File: src/rtl/eth_txfc_pkg.sv
package eth_txfc_pkg;

  localparam int CB_GTS  = 0;
  localparam int CB_HBEN = 1;
  localparam int CB_FDX  = 2;
  localparam int CB_RXP  = 3;
  localparam int CB_TXP  = 4;
  localparam int CB_NUM  = 5;

  typedef struct packed {
    logic txp;   // send-pause request
    logic rxp;   // received pause active (read only)
    logic fdx;   // full duplex
    logic hben;  // heartbeat check enable
    logic gts;   // graceful stop
  } ctl_t;

  // Read image of the control word: reserved bits are zero.
  function automatic logic [31:0] reg_image(input ctl_t c);
    logic [31:0] r;
    r = '0;
    r[CB_GTS]  = c.gts;
    r[CB_HBEN] = c.hben;
    r[CB_FDX]  = c.fdx;
    r[CB_RXP]  = c.rxp;
    r[CB_TXP]  = c.txp;
    return r;
  endfunction

  // True on the last count of a window of lim steps starting at zero.
  function automatic logic at_last(input logic [31:0] cnt, input int lim);
    return cnt == 32'(lim - 1);
  endfunction

  // Total bit ticks a received pause lasts.
  function automatic logic [31:0] pause_ticks(input logic [15:0] q, input int slot);
    return 32'(q) * 32'(slot);
  endfunction

endpackage

File: src/rtl/eth_txfc_pause_tmr.sv
module eth_txfc_pause_tmr #(
  parameter int QW   = 16,
  parameter int SLOT = 512
) (
  input  logic          clk,
  input  logic          rst_n,
  input  logic          load,
  input  logic [QW-1:0] quanta,
  input  logic          bit_tick,
  output logic          paused,
  output logic          slot_end
);
  import eth_txfc_pkg::*;

  localparam int SW = (SLOT > 1) ? $clog2(SLOT) : 1;

  logic [SW-1:0] sub_q;
  logic [QW-1:0] left_q;
  logic          act_q;

  assign slot_end = act_q && bit_tick && at_last(32'(sub_q), SLOT);
  assign paused   = act_q;

  always_ff @(posedge clk) begin
    if (!rst_n) begin
      act_q  <= 1'b0;
      sub_q  <= '0;
      left_q <= '0;
    end else if (load) begin
      act_q  <= (quanta != '0);
      left_q <= quanta;
      sub_q  <= '0;
    end else if (act_q && bit_tick) begin
      if (slot_end) begin
        sub_q <= '0;
        if (left_q == QW'(1)) act_q <= 1'b0;
        else                  left_q <= left_q - QW'(1);
      end else begin
        sub_q <= sub_q + SW'(1);
      end
    end
  end

endmodule

File: src/rtl/eth_txfc_hb_win.sv
module eth_txfc_hb_win #(
  parameter int HB_WIN = 64
) (
  input  logic clk,
  input  logic rst_n,
  input  logic start,
  input  logic col,
  input  logic bit_tick,
  input  logic clr,
  output logic open,
  output logic miss,
  output logic err
);
  import eth_txfc_pkg::*;

  localparam int HW = (HB_WIN > 1) ? $clog2(HB_WIN) : 1;

  logic [HW-1:0] cnt_q;
  logic          open_q;
  logic          err_q;

  assign miss = open_q && !col && bit_tick && at_last(32'(cnt_q), HB_WIN);
  assign open = open_q;
  assign err  = err_q;

  always_ff @(posedge clk) begin
    if (!rst_n) begin
      open_q <= 1'b0;
      cnt_q  <= '0;
    end else if (start) begin
      open_q <= 1'b1;
      cnt_q  <= '0;
    end else if (open_q) begin
      if (col || miss)   open_q <= 1'b0;
      else if (bit_tick) cnt_q  <= cnt_q + HW'(1);
    end
  end

  always_ff @(posedge clk) begin
    if (!rst_n)   err_q <= 1'b0;
    else if (miss) err_q <= 1'b1;
    else if (clr)  err_q <= 1'b0;
  end

endmodule

File: src/rtl/eth_txfc_seq.sv
module eth_txfc_seq
  import eth_txfc_pkg::*;
(
  input  logic              clk,
  input  logic              rst_n,
  input  logic              mac_en,
  input  logic              reg_wr,
  input  logic [CB_NUM-1:0] reg_wdata,
  input  logic              irq_clr,
  input  logic              frm_start,
  input  logic              frm_done,
  input  logic              pause_done,
  input  logic              crs,
  input  logic              rx_paused,
  output ctl_t              ctl,
  output logic              data_busy,
  output logic              stop_cond,
  output logic              stop_evt,
  output logic              tx_permit,
  output logic              pause_req,
  output logic              gsc_irq
);

  logic gts_q, txp_q, fdx_q, hben_q;
  logic busy_q, stop_q, preq_q, irq_q;
  logic preq_set;

  assign data_busy = busy_q;
  assign stop_cond = (gts_q || txp_q) && !busy_q;
  assign stop_evt  = stop_cond && !stop_q;
  assign preq_set  = txp_q && !busy_q && !preq_q && mac_en;

  assign ctl = '{txp: txp_q, rxp: rx_paused, fdx: fdx_q, hben: hben_q, gts: gts_q};

  assign tx_permit = mac_en && !busy_q && !gts_q && !txp_q && !preq_q &&
                     !rx_paused && (fdx_q || !crs);
  assign pause_req = preq_q;
  assign gsc_irq   = irq_q;

  // software-visible control bits
  always_ff @(posedge clk) begin
    if (!rst_n) begin
      gts_q  <= 1'b0;
      txp_q  <= 1'b0;
      fdx_q  <= 1'b0;
      hben_q <= 1'b0;
    end else begin
      if (reg_wr) gts_q <= reg_wdata[CB_GTS];
      if (reg_wr && !mac_en) begin
        fdx_q  <= reg_wdata[CB_FDX];
        hben_q <= reg_wdata[CB_HBEN];
      end
      if (reg_wr && reg_wdata[CB_TXP]) txp_q <= 1'b1;
      else if (pause_done && preq_q)   txp_q <= 1'b0;
    end
  end

  // frame activity, stop edge, pause handshake, interrupt
  always_ff @(posedge clk) begin
    if (!rst_n) begin
      busy_q <= 1'b0;
      stop_q <= 1'b0;
      preq_q <= 1'b0;
      irq_q  <= 1'b0;
    end else begin
      if (frm_start)     busy_q <= 1'b1;
      else if (frm_done) busy_q <= 1'b0;
      stop_q <= stop_cond;
      if (preq_set)        preq_q <= 1'b1;
      else if (pause_done) preq_q <= 1'b0;
      if (stop_evt)     irq_q <= 1'b1;
      else if (irq_clr) irq_q <= 1'b0;
    end
  end

endmodule

File: src/rtl/eth_txfc.sv
module eth_txfc
  import eth_txfc_pkg::*;
#(
  parameter int QUANTA_W   = 16,
  parameter int SLOT_TICKS = 512,
  parameter int HB_WIN     = 64
) (
  input  logic                clk,
  input  logic                rst_n,
  input  logic                mac_en,
  input  logic                reg_wr,
  input  logic [4:0]          reg_wdata,
  output logic [31:0]         reg_rdata,
  input  logic [1:0]          stat_clr,
  input  logic                frm_start,
  input  logic                frm_done,
  input  logic                pause_done,
  input  logic                rx_pause_vld,
  input  logic [QUANTA_W-1:0] rx_pause_quanta,
  input  logic                bit_tick,
  input  logic                crs,
  input  logic                col,
  output logic                tx_permit,
  output logic                pause_req,
  output logic                gsc_irq,
  output logic                rx_paused,
  output logic                hb_err
);

  ctl_t ctl;
  logic gts_bit, fdx_bit, hben_bit;
  logic data_busy, stop_cond, stop_evt;
  logic rxp_load, slot_end;
  logic hb_start, hb_open, hb_miss;

  assign gts_bit  = ctl.gts;
  assign fdx_bit  = ctl.fdx;
  assign hben_bit = ctl.hben;

  assign rxp_load = rx_pause_vld && fdx_bit && mac_en;
  assign hb_start = frm_done && hben_bit && !fdx_bit;

  eth_txfc_seq u_seq (
    .clk        (clk),
    .rst_n      (rst_n),
    .mac_en     (mac_en),
    .reg_wr     (reg_wr),
    .reg_wdata  (reg_wdata),
    .irq_clr    (stat_clr[0]),
    .frm_start  (frm_start),
    .frm_done   (frm_done),
    .pause_done (pause_done),
    .crs        (crs),
    .rx_paused  (rx_paused),
    .ctl        (ctl),
    .data_busy  (data_busy),
    .stop_cond  (stop_cond),
    .stop_evt   (stop_evt),
    .tx_permit  (tx_permit),
    .pause_req  (pause_req),
    .gsc_irq    (gsc_irq)
  );

  eth_txfc_pause_tmr #(.QW(QUANTA_W), .SLOT(SLOT_TICKS)) u_ptmr (
    .clk      (clk),
    .rst_n    (rst_n),
    .load     (rxp_load),
    .quanta   (rx_pause_quanta),
    .bit_tick (bit_tick),
    .paused   (rx_paused),
    .slot_end (slot_end)
  );

  eth_txfc_hb_win #(.HB_WIN(HB_WIN)) u_hb (
    .clk      (clk),
    .rst_n    (rst_n),
    .start    (hb_start),
    .col      (col),
    .bit_tick (bit_tick),
    .clr      (stat_clr[1]),
    .open     (hb_open),
    .miss     (hb_miss),
    .err      (hb_err)
  );

  assign reg_rdata = reg_image(ctl);

endmodule

File: config.mk
export PLATFORM = sky130hd
export DESIGN_NAME = eth_txfc
export DESIGN_NICKNAME = d
export VERILOG_FILES = /design/src/rtl/eth_txfc_pkg.sv /design/src/rtl/eth_txfc_pause_tmr.sv /design/src/rtl/eth_txfc_hb_win.sv /design/src/rtl/eth_txfc_seq.sv /design/src/rtl/eth_txfc.sv
export SDC_FILE = /design/constraint.sdc
export NUM_CORES = 1
export LEC_CHECK = 0
export BUFFER_PORTS_ARGS = -buffer_cell sky130_fd_sc_hd__buf_2
export CAP_MARGIN = 30
export CORE_MARGIN = 4
export CORE_UTILIZATION = 55
export DETAILED_ROUTE_END_ITERATION = 10
export PLACE_DENSITY = 0.94
export SYNTH_ARGS = -nofsm -noshare
export SYNTH_HDL_FRONTEND = slang
export SYNTH_SLANG_ARGS = --single-unit
File: constraint.sdc
create_clock -name clk -period 5.2 [get_ports clk]
set_input_delay 1.04 -clock clk [delete_from_list [all_inputs] [get_ports clk]]
set_output_delay 1.04 -clock clk [all_outputs]
set_load 0.005 [all_outputs]
==> summary.md, run 1 <==
| Metric | Value |
|---|---|
| Crit path to | tx_permit |
| Mapped Area | 2300 um2 |
| Area of the multi-input gates | 1260 um2 |
| GR Util All Layers | 20.3% |
| WP data arrival | 1610 ps |
| Post-synthesis cell type count | 43 |
| TritonCTS clock tree | done |
| Synthesized area per cell | 8.25 um2 |
| Worst R2R Setup Slack | ~2700 ps |
| Post-synth EDFFs | 0 |
| DP Wirelength | 3.89 mm |
| Row count | 23 |
| Starting density of the core | 57.1% |
| Post-synth ARST share | 0% |
| Number of global-route vias before repair | slightly above 2000 |
| Resize count post-CTS | 0 |
| RD Place Congestion | 0.936 |
| Slew @ Worst Pin | approximately 810 ps |
| Slowest-stage cell, CP | nor4_1 |
| Non-Filler Instances | 366 |
| Pins over their slew limit | 0 |
| Die area | between 5000 and 6000 um2 |
| Diode count | 0 |
| Critical Path Max Stage Delay | roughly 220 ps |
| DRC | 0 |
| Worst hold-check path type | flop to flop |
| R2R depth | 9 |
| Internal power | 445 uW |
| Nets@finish | 354 |
| Reg power frac | 55.8% |
| CTS Hold Bufs | 0 |
| Hold Vio Cnt, Final | 0 |
| Top reg by flops | u_ptmr.left_q |
| Regs by FF count | u_ptmr.left_q x16, u_ptmr.sub_q x9, u_hb.cnt_q x6 |
| Max cap viols | 0 |
| Leak | 1.02 nW |
| Post-DR wirelength/cell | 14.5 um |
| Sequential standard cell area | 841 um2 |
| Vias post-DR | 2124 |
| Most used DFF post-synth | dfxtp_1 |
| Clock buffer depth | 2 |
| Seq/Total Area, Yosys | 36.5% |
| Setup Skew | 6.07 ps |
| Port Buffer Count | 42 |
| Clock Sinks | 42 |
| Die height | 72.7 um |
| Synth Instances | around 280 |
| Placed Cells incl. Taps | 357 |
| Gate power share | around a tenth |
| DRT iter0 DRCs | 132 |
| Initial antenna violation count | 0 |
| Total negative slack | 0 ps |
| Sw Ratio | 25.7% |
| Filler cells | 336 |
| Core Box Area | 4030 um2 |
| Number of H-tree levels | 2 |
| CP Cell Sequence | buf_2, nand2b_1, nor4_1, buf_2 |
| Fin crit period | 2650 ps |
| Total grt overflow | 0 |
| Postcts setup bufs | 0 |
| Power share of the clock group | a little over a third |
| Crit path max fanout | 5 |
| RSZ-0062 raised after global routing | no |
| Max FFs per register | 16 |
| Syn-to-layout area delta | 8.75% |
| Share of cells above drive strength 1 | 17.7% |
| Clk_lat worst skew | ~300 ps |
| FF-to-FF Start | u_ptmr.sub_q[0]$_SDFFE_PP0P_ |
| Die Wd | 72.7 um |
| CTS Root Cell | clkbuf_8 |
| First-pass GRT wire length | 8.56 mm |
| Setup violators final | 0 |
| CTS Buf Count | 5 |
| CTS clk-pin slew, worst paths | ~70 ps |
| Pre-Repair DR Iteration Count | 4 |
| Largest net degree at the start of global routing | 33 |
| WS Path Type | primary input to output port |
| WP data required | roughly 4200 ps |
| P_sw | 154 uW |
| Commonest cells after routing, fill and taps aside | 42 x buf_2, 42 x dfxtp_1, 27 x conb_1 |
| Worst vdd ir | 0.217 mV |
| Worst slew margin | 45.2% |
| Startpoint types | primary input |
| CP startpoint | mac_en |
| Final worst path period share | 50.9% |
| Routed Antenna Nets | 0 |
| FMAX | roughly 380 MHz |
| Reg2reg end | u_ptmr.left_q[6]$_SDFFE_PN0P_ |
| Routed wire length | 5.31 mm |
| Warnings from Yosys | 0 |
| Most common cell on crit path | buf_2 |
| Synth Register Bits | 42 |
| IO Pins | 71 |
| Pwr per Cell Area | 239 nW/um2 |
| Setup crit end kind | output port |
| Detailed-route vias per instance | slightly below 6 |
| Status | completed |
## routing by layer
layer	share of wire, %	wire length, um	track usage [%]	up-vias
met3	8.0	427	5.65	13
li1	-	-	-	1002
met4	2.6	136	9.02	0
met2	50	2670	35.1	96
met1	39	2080	23.3	1013
met5	0	0	0	-
## synthesized netlist by cell type, drive strengths merged (2+ instances only)
| master | instances | area (um2) |
|---|---|---|
| nand4b | 3 | 26.3 |
| nand4 | 9 | 62.6 |
| a211oi | 2 | 15.0 |
| xor2 | 16 | 140 |
| o21ai | 16 | 80.1 |
| nor2b | 2 | 12.5 |
| nand2 | 19 | 71.3 |
| clkbuf | 7 | 26.3 |
| buf | 33 | 244 |
| and3 | 2 | 12.5 |
| nand2b | 2 | 12.5 |
| mux2i | 4 | 40.0 |
| a21oi | 19 | 95.1 |
| nand3b | 3 | 22.5 |
| xnor2 | 4 | 35.0 |
| nor3 | 5 | 30.0 |
| or4 | 3 | 26.3 |
| o31ai | 3 | 27.5 |
| nor2 | 26 | 97.6 |
| inv | 7 | 26.3 |
| a31oi | 4 | 25.0 |
| nand3 | 17 | 85.1 |
| or3 | 7 | 43.8 |
| dfxtp | 42 | 841 |
| ha | 5 | 62.6 |
| nor4 | 9 | 62.6 |
## metrics by stage
step	area, um2	total power [mW]	hold WS, ps	worst slack (ps)	utilization [%]
after floorplan	2400	0.388	401	2810	-
after global placement	2400	0.394	420	2470	59.6
after detailed placement	2400	0.396	423	2390	59.6
after CTS	2490	0.599	435	2550	61.8
after global routing	2500	0.626	457	2480	62.1
final	2500	0.600	429	2550	62.1
## power groups by stage
stage          clock network (mW)  logic (mW)  registers, mW
2_1_floorplan                   0      0.0479          0.340
3_3_place_gp                    0      0.0526          0.341
3_5_place_dp                    0      0.0545          0.342
4_1_cts                     0.209      0.0551          0.334
5_1_grt                     0.227      0.0629          0.336
6_report                    0.208      0.0565          0.335
## final cells by class
| type | count | share of cell area [%] |
|---|---|---|
| sequential | 42 | 33.6 |
| timing repair buffer | 43 | 9.00 |
| tap | 50 | 2.50 |
| clock inverter | 2 | 0.550 |
| multi-input combinational | 216 | 50.4 |
| inverter | 7 | 1.05 |
| clock buffer | 6 | 2.90 |
## logic make-up after synthesis
kind of cell	synth area share [%]
adder cells (fa/ha/maj)	2.72
flip-flops	36.5
AND/OR/NAND/NOR	26.4
multiplexers	1.74
other	0.163
buffers and inverters	12.9
XOR/XNOR	7.61
AO/OA/AOI/OAI	12.0
## worst max-delay path, delay by kind of cell
family,cells,cell delay [ps]
buffers and inverters,2,290
and+or+nand+nor,2,280
## worst min path at each step
| stage | slack, ps | start | endpoint | cells past startpoint |
|---|---|---|---|---|
| after floorplan | 400 | u_seq.stop_q$_SDFF_PN0_ | u_seq.gsc_irq$_SDFFE_PN0P_ | 1 |
| after global routing | 460 | u_seq.stop_q$_SDFF_PN0_ | u_seq.gsc_irq$_SDFFE_PN0P_ | 1 |
| after global placement | 420 | u_seq.stop_q$_SDFF_PN0_ | u_seq.gsc_irq$_SDFFE_PN0P_ | 1 |
| after detailed placement | 420 | u_seq.stop_q$_SDFF_PN0_ | u_seq.gsc_irq$_SDFFE_PN0P_ | 1 |
| final | 430 | u_seq.stop_q$_SDFF_PN0_ | u_seq.gsc_irq$_SDFFE_PN0P_ | 1 |
| after CTS | 440 | u_seq.stop_q$_SDFF_PN0_ | u_seq.gsc_irq$_SDFFE_PN0P_ | 1 |
(Power assumes the default switching activity.)
==> run 2: changes to the inputs <==
--- a/config.mk
+++ b/config.mk
@@ -5,12 +5,13 @@
 export SDC_FILE = /design/constraint.sdc
 export NUM_CORES = 1
 export LEC_CHECK = 0
+export ABC_AREA = 1
 export BUFFER_PORTS_ARGS = -buffer_cell sky130_fd_sc_hd__buf_2
 export CAP_MARGIN = 30
 export CORE_MARGIN = 4
-export CORE_UTILIZATION = 55
+export CORE_UTILIZATION = 53
 export DETAILED_ROUTE_END_ITERATION = 10
-export PLACE_DENSITY = 0.94
+export PLACE_DENSITY = 0.89
 export SYNTH_ARGS = -nofsm -noshare
 export SYNTH_HDL_FRONTEND = slang
 export SYNTH_SLANG_ARGS = --single-unit
==> constraint.sdc (replaced) <==
create_clock -name clk -period 2.45 [get_ports clk]
set_input_delay 0.49 -clock clk [delete_from_list [all_inputs] [get_ports clk]]
set_output_delay 0.49 -clock clk [all_outputs]
set_load 0.005 [all_outputs]
==> summary.md, run 2 <==
| Metric | Value |
|---|---|
| Most used DFF post-synth | dfxtp_1 |
| Port Buffer Count | 42 |
| Seq/Total Area, Yosys | 31.5% |
| CP Cell Sequence | ha_1, nand2_1, nor3_1, and3_1, ha_1, inv_1, nor2_4, inv_2, nand2_1, nand2_4, inv_2, nand2_1, a21oi_2 |
| Startpoint types | flop |
| Max cap viols | 0 |
| RD Place Congestion | just under 0.9 |
| Commonest non-fill, non-tap cell in the layout | nand2_1 |
| Setup Skew | 6.70 ps |
| Slowest-stage cell, CP | dfxtp_1 |
| DRC | 0 |
| Synthesized area per cell | 6.48 um2 |
| GR Util All Layers | 19.3% |
| Postcts setup bufs | 0 |
| Crit path max fanout | 15 |
| CTS Hold Bufs | 0 |
| Number of global-route vias before repair | 2336 |
| Syn-to-layout area delta | 7.84% |
| Largest family of logic cells by synthesized area | simple AND/OR/NAND/NOR gates |
| Synth Area in Adders | between 2 and 2.5% |
| Hold Vio Cnt, Final | 0 |
| Regs by FF count | u_ptmr.left_q x16, u_ptmr.sub_q x9, u_hb.cnt_q x6 |
| Most common cell on crit path | nand2_1 |
| RSZ-0062 raised after global routing | no |
| Pre-Repair DR Iteration Count | 5 |
| Layer with the highest usage | met2 |
| Hold path startpoint | frm_start |
| Met2 Use GR | 35.0% |
| WS Path Type | flop to flop |
| Largest net degree at the start of global routing | 22 |
| Buf+Inv Stages, Crit Path | 3 |
| CP startpoint | u_ptmr.sub_q[0]$_SDFFE_PP0P_ |
| Leak | 1.41 nW |
| Die Wd | 78.9 um |
| FMAX | around 470 MHz |
| Pwr per Cell Area | 502 nW/um2 |
| Mapped Area | 2670 um2 |
| Critical Path Max Stage Delay | 370 ps |
| Vias post-DR | 2500 |
| Row count | 25 |
| DP Wirelength | about 4.4 mm |
| Global-route met3 utilization | between 3 and 4% |
| WP data required | about 2700 ps |
| Number of H-tree levels | 2 |
| Resize count post-CTS | 0 |
| Share of cells above drive strength 1 | 16.5% |
| CTS clk-pin slew, worst paths | ~90 ps |
| Clock buffer depth | 2 |
| Die height | 78.9 um |
| Worst hold-check path type | primary input to flop |
| Clk_lat worst skew | around 300 ps |
| Routed wire length | 5.66 mm |
| Simple-gate share of the synthesized area | 37.8% |
| Mux cell area share after synthesis | 0% |
| Largest cells by area after synthesis | dfxtp_1 32%, nand2_1 15%, nor2_1 10% |
| Most frequent cell after synthesis | nand2_1 |
| Synth Instances | 411 |
| Setup crit end kind | flop |
| Clock Sinks | 42 |
| Routed Antenna Nets | 0 |
| Die area | approximately 6200 um2 |
| WP depth | 13 |
| CTS Root Cell | clkbuf_8 |
| FF-to-FF Start | u_ptmr.sub_q[0]$_SDFFE_PP0P_ |
| TritonCTS clock tree | done |
| R2R depth | 13 |
| Max FFs per register | 16 |
| Post-synth EDFFs | 0 |
| Worst slew margin | 43.4% |
| DRT iter0 DRCs | approximately 160 |
| IO Pins | 71 |
| Post-synth ARST share | 0% |
| Post-DR wirelength/cell | 11.0 um |
| Most instantiated cells after synthesis | 106 x nand2_1, 72 x nor2_1, 42 x dfxtp_1, 38 x inv_1, 32 x buf_4 |
| Starting density of the core | between 50 and 60% |
| Total negative slack | 0 ps |
| Setup violators final | 0 |
| CP delay by family, top | simple AND/OR/NAND/NOR gates |
| Nets@finish | 487 |
| Warnings from Yosys | 0 |
| Top reg by flops | u_ptmr.left_q |
| Initial antenna violation count | 0 |
| Final worst path period share | 86.4% |
| Crit path to | u_ptmr.left_q[6]$_SDFFE_PN0P_ |
| Total grt overflow | 0 |
| M1 GR Usage | 23.0% |
| Synth Area in XOR/XNOR | 1.64% |
| Synth Register Bits | 42 |
| Worst R2R Setup Slack | 330 ps |
| Largest area contributor in the netlist | dfxtp_1 |
| Area fraction in compound gates after synthesis | 10.5% |
| Detailed-route vias per instance | 4.84 |
| Status | completed |
| Placed Area | 2780 um2 |
| Diode count | 0 |
| Post-synthesis cell type count | 33 |
| Worst vdd ir | approximately 0.4 mV |
| Slew @ Worst Pin | 849 ps |
| Yosys top cell area share | 31.5% |
| Core Box Area | 4790 um2 |
| First-pass GRT wire length | 9.83 mm |
| Commonest cells after routing, fill and taps aside | 106 x nand2_1, 72 x nor2_1, 42 x buf_2, 42 x dfxtp_1, 38 x inv_1 |
| Pins over their slew limit | 0 |
| Pwr Total | 1.44 mW |
| Fin crit period | 2120 ps |
| Cell area after layout | roughly 2900 um2 |
| Reg2reg end | u_ptmr.left_q[6]$_SDFFE_PN0P_ |
| CTS Buf Count | 5 |
| WP data arrival | 2340 ps |
## run 2: cell count changes after synthesis, sizes merged, moves of 7 or more
| cell | delta |
|---|---|
| nand4 | -8 |
| nor4 | -7 |
| nand2 | +91 |
| nand3 | +10 |
| inv | +33 |
| xor2 | -13 |
| or3 | -7 |
| nor2 | +49 |
## run 2: layer usage
layer	part of all wire, %	up-vias
li1	-	1309
met1	41	1117
met2	51	67
met3	6.4	7
met4	1.1	0
met5	0	-
## run 2: cell families (layout without fill, tap and decap cells)
logic type	after synthesis	after routing
other cells	1	27
compound gates	47	47
xor+xnor	5	5
fa+ha+maj	5	5
flops	42	42
simple gates	233	233
buf+inv	78	90
## run 2: cell type report
cell class | instances | area [um2]
Multi-Input combinational cell | 317 | 1500
Tap cell | 67 | 83.8
Clock inverter | 3 | 23.8
Clock buffer | 5 | 68.8
Inverter | 40 | 150
Sequential cell | 42 | 841
Timing Repair Buffer | 42 | 210
Fill cell | 453 | 1910
## run 2: report_power, final
part | switching (mW) | total [mW] | internal (mW)
logic | 0.158 | 0.255 | 0.0973
registers | 0.0202 | 0.723 | 0.703
clock network | 0.260 | 0.464 | 0.204
total | 0.438 | 1.44 | 1.00
## run 2: worst reg2reg max path: cells and delay by family (launching register included)
family                     cells  cell delay [ps]
adders and majority gates      2              320
and+or+nand+nor                7              940
DFF                            1              370
AOI/OAI and AO/OA              1              120
buffers and inverters          3              280
## run 2: worst min-delay path by stage
stage,endpoint,slack [ps],cells past startpoint
6_report,u_seq.data_busy$_SDFFE_PN0P_,400,3
5_1_grt,u_seq.gts_q$_SDFFE_PN0P_,410,3
3_5_place_dp,u_seq.gsc_irq$_SDFFE_PN0P_,410,1
4_1_cts,u_seq.data_busy$_SDFFE_PN0P_,400,3
3_3_place_gp,u_seq.gsc_irq$_SDFFE_PN0P_,410,1
2_1_floorplan,u_seq.gsc_irq$_SDFFE_PN0P_,400,1
## run 2: metrics by stage
stage / cells / hold WS [ps] / utilization [%] / setup slack, ps
2_1_floorplan: 437 / 400 / - / 633
3_3_place_gp: 508 / 410 / 58.1 / 424
3_5_place_dp: 508 / 414 / 58.1 / 363
4_1_cts: 516 / 396 / 60.1 / 302
5_1_grt: 516 / 414 / 60.1 / 99.1
6_report: 516 / 396 / 60.1 / 334
==> run 3: changes to the inputs <==
--- a/config.mk
+++ b/config.mk
@@ -9,9 +9,10 @@
 export BUFFER_PORTS_ARGS = -buffer_cell sky130_fd_sc_hd__buf_2
 export CAP_MARGIN = 30
 export CORE_MARGIN = 4
-export CORE_UTILIZATION = 53
+export CORE_UTILIZATION = 55
+export CTS_BUF_LIST = sky130_fd_sc_hd__clkbuf_8
 export DETAILED_ROUTE_END_ITERATION = 10
-export PLACE_DENSITY = 0.89
+export PLACE_DENSITY = 0.92
 export SYNTH_ARGS = -nofsm -noshare
 export SYNTH_HDL_FRONTEND = slang
 export SYNTH_SLANG_ARGS = --single-unit
==> summary.md, run 3 (synthesis results as in run 2) <==
| Metric | Value |
|---|---|
| Filler cells | 441 |
| TritonCTS clock tree | done |
| Max FFs per register | 16 |
| CP startpoint | u_ptmr.sub_q[1]$_SDFFE_PP0P_ |
| Commonest cells after routing, fill and taps aside | 106 x nand2_1, 72 x nor2_1, 42 x buf_2, 42 x dfxtp_1, 39 x inv_1 |
| Slowest-stage cell, CP | dfxtp_1 |
| Regs by FF count | u_ptmr.left_q x16, u_ptmr.sub_q x9, u_hb.cnt_q x6 |
| RD Place Congestion | 0.892 |
| Top reg by flops | u_ptmr.left_q |
| Initial antenna violation count | 0 |
| Leak | approximately 1.4 nW |
| Total grt overflow | 0 |
| Pre-Repair DR Iteration Count | 4 |
| CP Cell Sequence | ha_1, nand2_1, nor3_1, and3_1, ha_1, inv_1, nor2_4, inv_2, nand2_1, nand2_4, inv_2, nand2_1, a21oi_2 |
| Critical Path Max Stage Delay | about 380 ps |
| Vias post-DR | 2538 |
| Status | completed |
| Most common cell on crit path | nand2_1 |
| Startpoint types | flop |
| Hold Vio Cnt, Final | 0 |
| DP Wirelength | 4.37 mm |
| RSZ-0062 raised after global routing | no |
| DRC | 0 |
| Routed wire length | about 5.7 mm |
| Worst hold-check path type | primary input to flop |
| Largest net degree at the start of global routing | 22 |
| Syn-to-layout area delta | 8.50% |
| Crit path max fanout | 15 |
| Post-DR wirelength/cell | between 10 and 15 um |
| CTS Hold Bufs | 0 |
| Worst vdd ir | 0.389 mV |
| WP data arrival | 2330 ps |
| Fin crit period | 2110 ps |
| FF-to-FF Start | u_ptmr.sub_q[1]$_SDFFE_PP0P_ |
| Share of cells above drive strength 1 | 16.3% |
| Setup crit end kind | flop |
| Die height | a little under 80 um |
| CTS Root Cell | clkbuf_8 |
| CTS Buf Count | 5 |
| IO Pins | 71 |
| FMAX | 475 MHz |
| Die area | 6020 um2 |
| Nets@finish | between 400 and 500 |
| Final worst path period share | 86.0% |
| Setup violators final | 0 |
| Port Buffer Count | 42 |
| Core Box Area | 4720 um2 |
| CP delay by family, top | simple AND/OR/NAND/NOR gates |
| Row count | 25 |
| Detailed-route vias per instance | 4.92 |
| Worst slew margin | 41.3% |
| Pins over their slew limit | 0 |
| Resize count post-CTS | 0 |
| Clk_lat worst skew | 300 ps |
| Clock Sinks | 42 |
| DRT iter0 DRCs | ~140 |
| Clock buffer depth | 2 |
| Postcts setup bufs | 0 |
| Diode count | 0 |
| Pwr per Cell Area | about 530 nW/um2 |
| Die Wd | 77.6 um |
| Buf+Inv Stages, Crit Path | 3 |
| Setup Skew | 8.87 ps |
| Hold path startpoint | frm_start |
| WP data required | 2670 ps |
| Max cap viols | 0 |
| Number of H-tree levels | 2 |
| Slew @ Worst Pin | just under 900 ps |
| Total negative slack | 0 ps |
| Commonest non-fill, non-tap cell in the layout | nand2_1 |
| WS Path Type | flop to flop |
| First-pass GRT wire length | 9.83 mm |
| Routed Antenna Nets | 0 |
| Number of global-route vias before repair | 2403 |
| GR Util All Layers | 19.8% |
| CTS clk-pin slew, worst paths | about 80 ps |
| Starting density of the core | 56.4% |
| Worst hold margin | 404 ps |
[run 3: through the flow]
| step | setup WS (ps) | instances | utilization, % | total power [mW] | instance area [um2] |
|---|---|---|---|---|---|
| after floorplan | 633 | 437 | - | 0.954 | 2760 |
| after global placement | 416 | 508 | 58.9 | 0.983 | 2780 |
| after detailed placement | 359 | 508 | 58.9 | 0.992 | 2780 |
| after CTS | 335 | 516 | 61.2 | 1.54 | 2890 |
| after global routing | 82.7 | 516 | 61.2 | 1.61 | 2890 |
| final | 344 | 516 | 61.2 | 1.53 | 2890 |
[run 3: cell type report]
type / instances / area (um2) / area share, %
inverter: 40 / 150 / 5.19
tap: 67 / 83.8 / 2.90
clock buffer: 5 / 68.8 / 2.38
timing repair buffer: 42 / 210 / 7.27
sequential: 42 / 841 / 29.1
multi-input combinational: 317 / 1500 / 51.8
clock inverter: 3 / 41.3 / 1.43
[run 3: power by group]
group          leakage, nW  switching [mW]  internal [mW]
clock network       0.0556           0.247          0.300
logic                 1.03           0.160         0.0973
registers            0.341          0.0205          0.703
total                 1.42           0.428           1.10
[run 3: layer usage]
metal  up-vias  track usage, %  part of all wire (%)
met5         -               0                     0
met4         0            10.1                   2.0
met3        13            4.18                   6.6
met2        68            34.2                    49
met1      1142            22.8                    42
li1       1315               -                     -
[run 3: final timing paths]
check | cells after the start | endpoint | slack [ps]
max reg2reg | 13 | u_ptmr.left_q[1]$_SDFFE_PN0P_ | 340
min | 3 | u_seq.data_busy$_SDFFE_PN0P_ | 400
min reg2reg | 1 | u_seq.gsc_irq$_SDFFE_PN0P_ | 430
max | 13 | u_ptmr.left_q[1]$_SDFFE_PN0P_ | 340
[run 3: worst min-delay path, stage by stage]
cell and delay [ps]:
buf_2 80, nor2_1 40, nor2_1 70
